==> config.mk <==
export PLATFORM = sky130hd
export DESIGN_NAME = can_fault_conf
export DESIGN_NICKNAME = d
export VERILOG_FILES = /design/src/rtl/fc_pkg.sv /design/src/rtl/fc_event_decode.sv /design/src/rtl/fc_dom_monitor.sv /design/src/rtl/fc_err_counters.sv /design/src/rtl/fc_recovery.sv /design/src/rtl/can_fault_conf.sv
export SDC_FILE = /design/constraint.sdc
export NUM_CORES = 1
export LEC_CHECK = 0
export BUFFER_PORTS_ARGS = -buffer_cell sky130_fd_sc_hd__buf_2
export CAP_MARGIN = 20
export CORE_MARGIN = 2
export CORE_UTILIZATION = 50
export CTS_BUF_LIST = sky130_fd_sc_hd__clkbuf_8
export DETAILED_ROUTE_END_ITERATION = 7
export GPL_TIMING_DRIVEN = 0
export PLACE_DENSITY = 0.67
export SLEW_MARGIN = 25
export SYNTH_ARGS = -nofsm -noshare
export SYNTH_HDL_FRONTEND = slang
export SYNTH_HIERARCHICAL = 1
export SYNTH_SLANG_ARGS = --single-unit
==> constraint.sdc <==
create_clock -name clk -period 5.15 [get_ports clk]
set_input_delay 0.7725 -clock clk [delete_from_list [all_inputs] [get_ports clk]]
set_output_delay 0.7725 -clock clk [all_outputs]
set_load 0.05 [all_outputs]
==> src/rtl/fc_pkg.sv <==
package fc_pkg;
  typedef enum logic [1:0] {
    FC_ACTIVE  = 2'd0,
    FC_PASSIVE = 2'd1,
    FC_BUSOFF  = 2'd2
  } fc_state_e;
endpackage

==> src/rtl/fc_event_decode.sv <==
module fc_event_decode #(
  parameter int INC_W       = 6,
  parameter int TX_ERR_INC  = 8,
  parameter int RX_ERR_INC  = 1,
  parameter int FLAG_INC    = 8
) (
  input  logic             is_tx,
  input  logic             is_passive,
  input  logic             ev_err,
  input  logic             err_arb_stuff,
  input  logic             err_ack_nodom,
  input  logic             ev_flag_bit_err,
  input  logic             ev_first_dom,
  input  logic             dom_add,
  input  logic             ev_tx_ok,
  input  logic             ev_rx_ok,
  output logic [INC_W-1:0] tec_add,
  output logic [INC_W-1:0] rec_add,
  output logic             tec_dec,
  output logic             rec_dec,
  output logic             tx_err_exempt
);
  localparam logic [INC_W-1:0] TX_I = INC_W'(TX_ERR_INC);
  localparam logic [INC_W-1:0] RX_I = INC_W'(RX_ERR_INC);
  localparam logic [INC_W-1:0] FL_I = INC_W'(FLAG_INC);

  logic tx_err_counts;
  logic rx_err_counts;

  always_comb begin
    tx_err_exempt = err_arb_stuff | (err_ack_nodom & is_passive);
    tx_err_counts = ev_err & is_tx & ~tx_err_exempt;
    rx_err_counts = ev_err & ~is_tx;
    tec_add = (tx_err_counts              ? TX_I : '0)
            + ((ev_flag_bit_err & is_tx)   ? FL_I : '0)
            + ((dom_add & is_tx)           ? FL_I : '0);
    rec_add = (rx_err_counts              ? RX_I : '0)
            + ((ev_flag_bit_err & ~is_tx)  ? FL_I : '0)
            + ((ev_first_dom & ~is_tx)     ? FL_I : '0)
            + ((dom_add & ~is_tx)          ? FL_I : '0);
    tec_dec = ev_tx_ok;
    rec_dec = ev_rx_ok;
  end
endmodule

==> src/rtl/fc_dom_monitor.sv <==
module fc_dom_monitor #(
  parameter int DOM_RUN_ACTIVE  = 14,
  parameter int DOM_RUN_PASSIVE = 8,
  parameter int DOM_RUN_STEP    = 8
) (
  input  logic clk,
  input  logic rst_n,
  input  logic flag_end,
  input  logic flag_passive,
  input  logic bit_strobe,
  input  logic bit_val,
  output logic dom_add
);
  localparam int MAXR = (DOM_RUN_ACTIVE > DOM_RUN_PASSIVE) ?
                        ((DOM_RUN_ACTIVE > DOM_RUN_STEP) ? DOM_RUN_ACTIVE : DOM_RUN_STEP) :
                        ((DOM_RUN_PASSIVE > DOM_RUN_STEP) ? DOM_RUN_PASSIVE : DOM_RUN_STEP);
  localparam int DW = $clog2(MAXR + 1);
  localparam logic [DW-1:0] TH_ACT  = DW'(DOM_RUN_ACTIVE);
  localparam logic [DW-1:0] TH_PAS  = DW'(DOM_RUN_PASSIVE);
  localparam logic [DW-1:0] TH_STEP = DW'(DOM_RUN_STEP);

  logic          armed_q;
  logic          first_q;
  logic          pas_q;
  logic [DW-1:0] run_q;
  logic [DW-1:0] thr;
  logic [DW-1:0] run_inc;
  logic          dom_bit;

  always_comb begin
    if (first_q) thr = pas_q ? TH_PAS : TH_ACT;
    else         thr = TH_STEP;
    run_inc = run_q + DW'(1);
    dom_bit = armed_q & ~flag_end & bit_strobe & ~bit_val;
    dom_add = dom_bit & (run_inc == thr);
  end

  always_ff @(posedge clk) begin
    if (!rst_n) begin
      armed_q <= 1'b0;
      first_q <= 1'b1;
      pas_q   <= 1'b0;
      run_q   <= '0;
    end else if (flag_end) begin
      armed_q <= 1'b1;
      first_q <= 1'b1;
      pas_q   <= flag_passive;
      run_q   <= '0;
    end else if (armed_q && bit_strobe) begin
      if (bit_val) begin
        armed_q <= 1'b0;
        run_q   <= '0;
      end else if (dom_add) begin
        first_q <= 1'b0;
        run_q   <= '0;
      end else begin
        run_q   <= run_inc;
      end
    end
  end
endmodule

==> src/rtl/fc_err_counters.sv <==
module fc_err_counters #(
  parameter int TEC_W = 9,
  parameter int REC_W = 8,
  parameter int INC_W = 6
) (
  input  logic             clk,
  input  logic             rst_n,
  input  logic             freeze,
  input  logic             clear,
  input  logic [INC_W-1:0] tec_add,
  input  logic [INC_W-1:0] rec_add,
  input  logic             tec_dec,
  input  logic             rec_dec,
  output logic [TEC_W-1:0] tec,
  output logic [REC_W-1:0] rec
);
  localparam logic [REC_W-1:0] REC_MAX = '1;

  function automatic logic [TEC_W-1:0] f_tec_next(
    input logic [TEC_W-1:0] cur, input logic [INC_W-1:0] add, input logic dec);
    if (add != '0)                return cur + {{(TEC_W-INC_W){1'b0}}, add};
    else if (dec && cur != '0)    return cur - TEC_W'(1);
    else                          return cur;
  endfunction

  function automatic logic [REC_W-1:0] f_rec_next(
    input logic [REC_W-1:0] cur, input logic [INC_W-1:0] add, input logic dec);
    logic [REC_W:0] sum;
    sum = {1'b0, cur} + {{(REC_W+1-INC_W){1'b0}}, add};
    if (add != '0)                return sum[REC_W] ? REC_MAX : sum[REC_W-1:0];
    else if (dec && cur != '0)    return cur - REC_W'(1);
    else                          return cur;
  endfunction

  always_ff @(posedge clk) begin
    if (!rst_n || clear) begin
      tec <= '0;
      rec <= '0;
    end else if (!freeze) begin
      tec <= f_tec_next(tec, tec_add, tec_dec);
      rec <= f_rec_next(rec, rec_add, rec_dec);
    end
  end
endmodule

==> src/rtl/fc_recovery.sv <==
module fc_recovery #(
  parameter int RECOV_BITS  = 11,
  parameter int RECOV_COUNT = 128
) (
  input  logic clk,
  input  logic rst_n,
  input  logic busoff,
  input  logic mode_enh,
  input  logic bit_strobe,
  input  logic bit_val,
  output logic done
);
  localparam int RW = $clog2(RECOV_BITS + 1);
  localparam int GW = $clog2(RECOV_COUNT + 1);
  localparam logic [RW-1:0] RUN_LAST = RW'(RECOV_BITS - 1);
  localparam logic [GW-1:0] GRP_LAST = GW'(RECOV_COUNT - 1);

  logic [RW-1:0] run_q;
  logic [GW-1:0] grp_q;
  logic          rec_bit;
  logic          run_full;

  always_comb begin
    rec_bit  = busoff & bit_strobe & bit_val;
    run_full = rec_bit & (run_q == RUN_LAST);
    done     = run_full & (grp_q == GRP_LAST);
  end

  always_ff @(posedge clk) begin
    if (!rst_n || !busoff || done) begin
      run_q <= '0;
      grp_q <= '0;
    end else if (bit_strobe) begin
      if (run_full) begin
        run_q <= '0;
        grp_q <= grp_q + GW'(1);
      end else if (rec_bit) begin
        run_q <= run_q + RW'(1);
      end else if (mode_enh) begin
        run_q <= '0;
      end
    end
  end
endmodule

==> src/rtl/can_fault_conf.sv <==
module can_fault_conf
  import fc_pkg::*;
#(
  parameter int TEC_W           = 9,
  parameter int REC_W           = 8,
  parameter int PASSIVE_AT      = 128,
  parameter int BUSOFF_ABOVE    = 255,
  parameter int TX_ERR_INC      = 8,
  parameter int RX_ERR_INC      = 1,
  parameter int FLAG_INC        = 8,
  parameter int DOM_RUN_ACTIVE  = 14,
  parameter int DOM_RUN_PASSIVE = 8,
  parameter int DOM_RUN_STEP    = 8,
  parameter int RECOV_BITS      = 11,
  parameter int RECOV_COUNT     = 128
) (
  input  logic             clk,
  input  logic             rst_n,
  input  logic             mode_enh,
  input  logic             is_tx,
  input  logic             ev_err,
  input  logic             err_arb_stuff,
  input  logic             err_ack_nodom,
  input  logic             ev_flag_bit_err,
  input  logic             ev_first_dom,
  input  logic             ev_flag_end,
  input  logic             flag_was_passive,
  input  logic             ev_tx_ok,
  input  logic             ev_rx_ok,
  input  logic             bit_strobe,
  input  logic             bit_val,
  output logic [1:0]       state,
  output logic [TEC_W-1:0] tec,
  output logic [REC_W-1:0] rec,
  output logic             flag_passive_sel,
  output logic             drv_off
);
  localparam int INC_W = $clog2(TX_ERR_INC + RX_ERR_INC + 3*FLAG_INC + 1);
  localparam logic [TEC_W-1:0] TEC_PASS = TEC_W'(PASSIVE_AT);
  localparam logic [TEC_W-1:0] TEC_BO   = TEC_W'(BUSOFF_ABOVE);
  localparam logic [REC_W-1:0] REC_PASS = REC_W'(PASSIVE_AT);

  // named internal events, visible to the checker and waveforms
  logic             busoff_w;
  logic             passive_w;
  logic             dom_add_w;
  logic             recov_done_w;
  logic             tx_exempt_w;
  logic [INC_W-1:0] tec_add_w;
  logic [INC_W-1:0] rec_add_w;
  logic             tec_dec_w;
  logic             rec_dec_w;
  fc_state_e        state_e;

  always_comb begin
    busoff_w  = tec > TEC_BO;
    passive_w = ~busoff_w & ((tec >= TEC_PASS) | (rec >= REC_PASS));
    if (busoff_w)       state_e = FC_BUSOFF;
    else if (passive_w) state_e = FC_PASSIVE;
    else                state_e = FC_ACTIVE;
    state            = state_e;
    flag_passive_sel = passive_w;
    drv_off          = busoff_w;
  end

  fc_event_decode #(
    .INC_W(INC_W), .TX_ERR_INC(TX_ERR_INC),
    .RX_ERR_INC(RX_ERR_INC), .FLAG_INC(FLAG_INC)
  ) u_dec (
    .is_tx(is_tx), .is_passive(passive_w), .ev_err(ev_err),
    .err_arb_stuff(err_arb_stuff), .err_ack_nodom(err_ack_nodom),
    .ev_flag_bit_err(ev_flag_bit_err), .ev_first_dom(ev_first_dom),
    .dom_add(dom_add_w), .ev_tx_ok(ev_tx_ok), .ev_rx_ok(ev_rx_ok),
    .tec_add(tec_add_w), .rec_add(rec_add_w),
    .tec_dec(tec_dec_w), .rec_dec(rec_dec_w), .tx_err_exempt(tx_exempt_w)
  );

  fc_dom_monitor #(
    .DOM_RUN_ACTIVE(DOM_RUN_ACTIVE), .DOM_RUN_PASSIVE(DOM_RUN_PASSIVE),
    .DOM_RUN_STEP(DOM_RUN_STEP)
  ) u_dom (
    .clk(clk), .rst_n(rst_n), .flag_end(ev_flag_end),
    .flag_passive(flag_was_passive), .bit_strobe(bit_strobe),
    .bit_val(bit_val), .dom_add(dom_add_w)
  );

  fc_err_counters #(
    .TEC_W(TEC_W), .REC_W(REC_W), .INC_W(INC_W)
  ) u_cnt (
    .clk(clk), .rst_n(rst_n), .freeze(busoff_w), .clear(recov_done_w),
    .tec_add(tec_add_w), .rec_add(rec_add_w),
    .tec_dec(tec_dec_w), .rec_dec(rec_dec_w),
    .tec(tec), .rec(rec)
  );

  fc_recovery #(
    .RECOV_BITS(RECOV_BITS), .RECOV_COUNT(RECOV_COUNT)
  ) u_rcv (
    .clk(clk), .rst_n(rst_n), .busoff(busoff_w), .mode_enh(mode_enh),
    .bit_strobe(bit_strobe), .bit_val(bit_val), .done(recov_done_w)
  );
endmodule

==> results.json, run 1 <==
{
  "rows": 27,
  "ys_seq_area_frac": 0.258,
  "yosysTopAreaCell": "dfxtp_1",
  "leakagePower_uw": 0.00136,
  "cts_sinks": 36,
  "status": "finished, final reports clean",
  "hpwlAfterDp_mm": 4.71,
  "routabilityCongestion": 0.844,
  "drv_slew": 0,
  "synth_cell_types": 62,
  "syn_area_sq_mm": 0.00279,
  "multiInputGateArea_sq_mm": 0.00190,
  "grt_overflow_total": 0,
  "critical_path.cell_chain": "ha_1 -> xor2_1 -> nor3_1 -> o2111ai_2 -> nor3_2 -> and2_1 -> fa_1 -> nor2_1 -> nand3_1 -> nand2b_1 -> ha_1 -> inv_1 -> fa_1 -> and2b_1 -> o31a_1 -> o21ba_2 -> o22ai_1 -> or4b_2 -> o311ai_0",
  "diodes": 0,
  "max_slew.worst_pin.slew_ns": 0.659,
  "cts_buffers": 5,
  "drt_iter0_drc": 86,
  "synth_top_flop_cell": "dfxtp_1",
  "synth_edf_count": 0,
  "drc": 0,
  "dieArea_sq_mm": 0.00620,
  "stdcell_count": 460,
  "grt.met1_usage": 0.281,
  "max_slew_margin": 0.561,
  "first_pass_iters": 4,
  "routedWlPerCell_microns": 13.4,
  "core_sq_mm": 0.00544,
  "hp-class": "reg -> reg",
  "period_share": 0.924,
  "clock_latency_ns": 0.29,
  "clockBufferDepth": 2,
  "drive_gt1_frac": 0.214,
  "rsz0062_at_grt": "no",
  "required_ns": 5.33,
  "post_cts_resized": 0,
  "initial_core_util": 0.513,
  "critPathSlowestCell": "or4b_2",
  "fillers": 519,
  "die_w_microns": 78.7,
  "synth_top_area_share": 0.258,
  "ant_nets": 0,
  "worst-setup-path-type": "reg -> reg",
  "fmax_ghz": 0.210,
  "wirelength_mm": 6.17,
  "port-buffer-count": 33,
  "final-seq-area_sq_um": 721,
  "synthArstFlopShare": 0,
  "area_growth_pct": 13.9,
  "grt_max_degree": 13,
  "yosysMostFrequentCell": "dfxtp_1",
  "pin_count": 36,
  "synth_area_leaders": "dfxtp_1, ha_1, nor2_1, xnor2_1, a21oi_1",
  "period_minus_slack_ns": 4.76,
  "die_h_microns": 78.7,
  "grtUsageMet2": 0.367,
  "grt_antenna_before_repair": 0,
  "crit_buf_inv": 1,
  "post_cts_buffers": 0,
  "cp_max_fo": 7,
  "placedCellCount": 452,
  "num_vias": 2524,
  "syn_inst": 341,
  "busiest_layer": "met2",
  "ir_drop_uv": 271,
  "power_density_mw_per_mm2": 326,
  "synth-seq-cells": 36,
  "clkTransAtPathRegs_ns": 0.08,
  "ys_warn_count": 6,
  "use_met3": 0.0420,
  "drv_cap": 0,
  "grt_pass1_vias": 2417,
  "fin_nets": 426,
  "root_buffer": "clkbuf_8",
  "start_kind": "register",
  "cts-htree-levels": 2,
  "grt_usage": 0.218,
  "yosys-top-cells-count": "dfxtp_1, nor2_1, a21oi_1, nand2_1, ha_1",
  "ctsHoldBuffers": 0,
  "hold_viol": 0,
  "setup_violations": 0,
  "finalSetupTns_ns": 0,
  "r2r_slack_ns": 0.39,
  "cp_top_family": "simple AND/OR/NAND/NOR gates",
  "fin_skew_ns": 0.00515,
  "avgViaCountPerCell": 5.49,
  "worstPathArrival_ns": 4.94,
  "cts_tree": "yes",
  "end_kind": "register",
  "slowest_delay_ns": 0.61,
  "grt_first_pass_wirelength_mm": 10.9,
  "avgSynthCellArea_sq_um": 8.19
}
## path summary, 6_finish.rpt
check | start | to | depth (start not counted)
max | u_dom/run_q[0]$_SDFFE_PP0P_ | u_cnt/tec[8]$_SDFFE_PP0P_ | 19
min | u_dom/first_q$_SDFFE_PP1P_ | u_dom/first_q$_SDFFE_PP1P_ | 2
max reg2reg | u_dom/run_q[0]$_SDFFE_PP0P_ | u_cnt/tec[8]$_SDFFE_PP0P_ | 19
min reg2reg | u_dom/first_q$_SDFFE_PP1P_ | u_dom/first_q$_SDFFE_PP1P_ | 2
## where the power goes
| part | switching [uW] | total, uW | internal, uW |
|---|---|---|---|
| logic | 274 | 430 | 156 |
| registers | 46.1 | 354 | 308 |
| clock network | 110 | 253 | 143 |
## flip-flops by register name (all words and copies together) (netlist names)
| signal | flops |
|---|---|
| u_cnt/rec | 8 |
| u_dom/pas_q | 1 |
| u_dom/armed_q | 1 |
| u_dom/run_q | 4 |
| u_dom/first_q | 1 |
| u_cnt/tec | 9 |
| u_rcv/grp_q | 8 |
| u_rcv/run_q | 4 |
## routing by layer
| layer | up-vias | wire length [microns] |
|---|---|---|
| li1 | 1304 | - |
| met1 | 1177 | 2930 |
| met2 | 34 | 2920 |
| met3 | 9 | 231 |
| met4 | 0 | 97 |
| met5 | - | 0 |
## cell type report
class	instances	share of cell area
multi-input cells	278	0.599
flip-flops and latches	36	0.227
repair buffers	33	0.0519
plain buffers	19	0.0433
well taps	72	0.0283
clock buffers	5	0.0216
inverters	14	0.0165
clock inverters	3	0.0134
## cell families (layout without fill, tap and decap cells)
kind of cell	after synthesis	after routing	synth area share
AO/OA/AOI/OAI	86	86	0.219
XOR/XNOR	16	16	0.0502
adder cells (fa/ha/maj)	24	24	0.118
buffers and inverters	33	74	0.0681
flip-flops	36	36	0.258
multiplexers	4	4	0.0143
other	1	7	0.00134
AND/OR/NAND/NOR	141	141	0.271
## worst register-to-register path, stage by stage, from the launching register on
cell and delay [ns]:
dfxtp_1 0.38, ha_1 0.26, xor2_1 0.16, nor3_1 0.31
o2111ai_2 0.17, nor3_2 0.27, and2_1 0.18, fa_1 0.43
nor2_1 0.16, nand3_1 0.21, nand2b_1 0.14, ha_1 0.17
inv_1 0.05, fa_1 0.37, and2b_1 0.24, o31a_1 0.18
o21ba_2 0.16, o22ai_1 0.10, or4b_2 0.61, o311ai_0 0.10
## metrics by stage
step	instance area [sq um]	setup WS, ns	hold slack (ns)	util	total power, uW
4_1_cts	3180	0.369	0.469	0.585	1050
2_1_floorplan	2820	0.872	0.430	-	696
3_3_place_gp	3070	0.470	0.447	0.565	782
6_report	3180	0.393	0.460	0.585	1040
5_1_grt	3180	0.00347	0.498	0.585	1110
3_5_place_dp	3070	0.436	0.449	0.565	788
## cell usage in the layout, fill, tap and decap left out, types with 4 or more instances in the layout
cell type and instances:
dfxtp_1 36, buf_2 35, nor2_1 34, nand2_1 22, a21oi_1 22, ha_1 20, o21ai_0 16, inv_1 14
nor3_1 14, nor2b_1 14, buf_4 13, nand3_1 13, xnor2_1 13, nor2_2 8, nand2b_1 7, conb_1 7
clkbuf_8 5, a21o_1 5, a211oi_1 5, nor4_1 4, and2_1 4, mux2i_1 4, nand4_1 4, fa_1 4
Power figures use the tool's default switching activity.
==> run 2: changes to the inputs <==
==> constraint.sdc (replaced) <==
create_clock -name clk -period 5 [get_ports clk]
set_input_delay 0.75 -clock clk [delete_from_list [all_inputs] [get_ports clk]]
set_output_delay 0.75 -clock clk [all_outputs]
set_load 0.05 [all_outputs]
==> results.json, run 2 (same netlist as run 1, synthesis figures left out) <==
{
  "status": "finished, final reports clean",
  "core_sq_mm": 0.00544,
  "leakagePower_uw": 0.00136,
  "grt_first_pass_wirelength_mm": 10.9,
  "layout_common_cells": "buf_2, dfxtp_1, nor2_1, nand2_1, a21oi_1",
  "fin_nets": 426,
  "rsz0062_at_grt": "no",
  "cts-htree-levels": 2,
  "cts_sinks": 36,
  "utilization": 0.587,
  "fillers": 520,
  "first_pass_iters": 4,
  "grt_overflow_total": 0,
  "finalSetupTns_ns": 0,
  "critPathSlowestCell": "or4b_2",
  "end_kind": "register",
  "pre_cts_ws_ns": 0.286,
  "largest_reg_flops": 9,
  "clockBufferDepth": 2,
  "grt_pass1_vias": 2417,
  "grt_usage": 0.218,
  "max_slew.worst_pin.slew_ns": 0.658,
  "required_ns": 5.18,
  "cts_buffers": 5,
  "worstPathArrival_ns": 4.79,
  "grt_max_degree": 13,
  "top_register": "u_cnt/tec",
  "hold_viol": 0,
  "period_minus_slack_ns": 4.61,
  "diodes": 0,
  "multiInputGateArea_sq_mm": 0.00191,
  "power_density_mw_per_mm2": 335,
  "fin_skew_ns": 0.00705,
  "final-seq-area_sq_um": 722,
  "root_buffer": "clkbuf_8",
  "drc": 0,
  "cp_max_fo": 7,
  "stdcell_count": 460,
  "clock_latency_ns": 0.29,
  "post_cts_resized": 0,
  "grt_antenna_before_repair": 0,
  "die_h_microns": 78.7,
  "hold_depth": 2,
  "cts_tree": "yes",
  "crit_buf_inv": 1,
  "initial_core_util": 0.513,
  "drt_iter0_drc": 80,
  "fmax_ghz": 0.217,
  "top_regs": "u_cnt/tec (9), u_cnt/rec (8), u_rcv/grp_q (8)",
  "drive_gt1_frac": 0.222,
  "routedWlPerCell_microns": 13.5,
  "hold_end": "u_dom/first_q$_SDFFE_PP1P_",
  "period_share": 0.922,
  "ant_nets": 0,
  "hp-class": "reg -> reg",
  "r2r-end": "u_cnt/tec[8]$_SDFFE_PP0P_",
  "pin_count": 36,
  "max_slew_margin": 0.561,
  "post_cts_buffers": 0,
  "ir_drop_uv": 279,
  "ctsHoldBuffers": 0,
  "setup_slack_ns": 0.389,
  "dieArea_sq_mm": 0.00620,
  "die_w_microns": 78.7,
  "critical_path.cell_chain": "ha_1 -> xor2_1 -> and3_1 -> o2111ai_2 -> nor3_2 -> and2_1 -> fa_1 -> nor2_1 -> nand3_2 -> nand2b_1 -> ha_1 -> inv_1 -> fa_1 -> and2b_1 -> o31a_1 -> o21ba_2 -> o22ai_1 -> or4b_2 -> o311ai_0",
  "min_from": "u_dom/first_q$_SDFFE_PP1P_",
  "clkTransAtPathRegs_ns": 0.08,
  "drv_slew": 0,
  "wirelength_mm": 6.19,
  "num_vias": 2537,
  "setup_violations": 0,
  "reg2reg_from": "u_dom/run_q[0]$_SDFFE_PP0P_",
  "worst-setup-path-type": "reg -> reg",
  "hpwlAfterDp_mm": 4.71,
  "placedCellCount": 452,
  "rows": 27,
  "reg2regPathDepth": 19,
  "start_kind": "register",
  "avgViaCountPerCell": 5.52,
  "port-buffer-count": 33,
  "slowest_delay_ns": 0.61,
  "cp_top_family": "simple AND/OR/NAND/NOR gates",
  "routabilityCongestion": 0.844,
  "r2r_slack_ns": 0.39,
  "area_growth_pct": 14.3,
  "drv_cap": 0
}
run 2: worst max path at each step:
| stage | from | endpoint | slack (ns) | cells past startpoint |
|---|---|---|---|---|
| floorplan | u_cnt/tec[7]$_SDFFE_PP0P_ | u_cnt/tec[8]$_SDFFE_PP0P_ | 0.72 | 16 |
| global placement | u_dom/run_q[0]$_SDFFE_PP0P_ | u_cnt/tec[8]$_SDFFE_PP0P_ | 0.32 | 19 |
| detailed placement | u_dom/run_q[0]$_SDFFE_PP0P_ | u_cnt/tec[8]$_SDFFE_PP0P_ | 0.29 | 19 |
| CTS | u_dom/run_q[0]$_SDFFE_PP0P_ | u_cnt/tec[8]$_SDFFE_PP0P_ | 0.22 | 19 |
| global route | u_dom/run_q[1]$_SDFFE_PP0P_ | u_cnt/tec[8]$_SDFFE_PP0P_ | 0.06 | 19 |
| finish | u_dom/run_q[0]$_SDFFE_PP0P_ | u_cnt/tec[8]$_SDFFE_PP0P_ | 0.39 | 19 |
run 2: tightest hold or removal path: cells and delay by family, from the launching register on:
family,cells,cell delay (ns)
DFF,1,0.31
AOI/OAI and AO/OA,1,0.06
buffers and inverters,1,0.05
run 2: report_power, final:
part / total, uW / switching (uW) / internal (uW)
registers: 365 / 47.2 / 318
clock network: 261 / 113 / 148
logic: 444 / 283 / 161
run 2: area by class of cell:
cell class              count  share of cell area
well taps                  72              0.0282
flip-flops and latches     36               0.226
clock inverters             3              0.0133
multi-input cells         278               0.600
repair buffers             33              0.0517
plain buffers              19              0.0431
clock buffers               5              0.0216
inverters                  14              0.0165
run 2: layer usage:
layer | GRT usage | vias up | part of all wire
li1 | - | 1304 | -
met1 | 0.281 | 1188 | 0.47
met2 | 0.367 | 36 | 0.47
met3 | 0.0420 | 9 | 0.036
met4 | 0.0702 | 0 | 0.016
met5 | 0 | - | 0
run 2: per-stage QoR:
step / total power (uW) / hold slack [ns] / instance area, sq um
after CTS: 1080 / 0.469 / 3180
after floorplan: 717 / 0.430 / 2820
after global placement: 805 / 0.447 / 3070
final: 1070 / 0.461 / 3190
after detailed placement: 811 / 0.449 / 3070
after global routing: 1140 / 0.498 / 3190
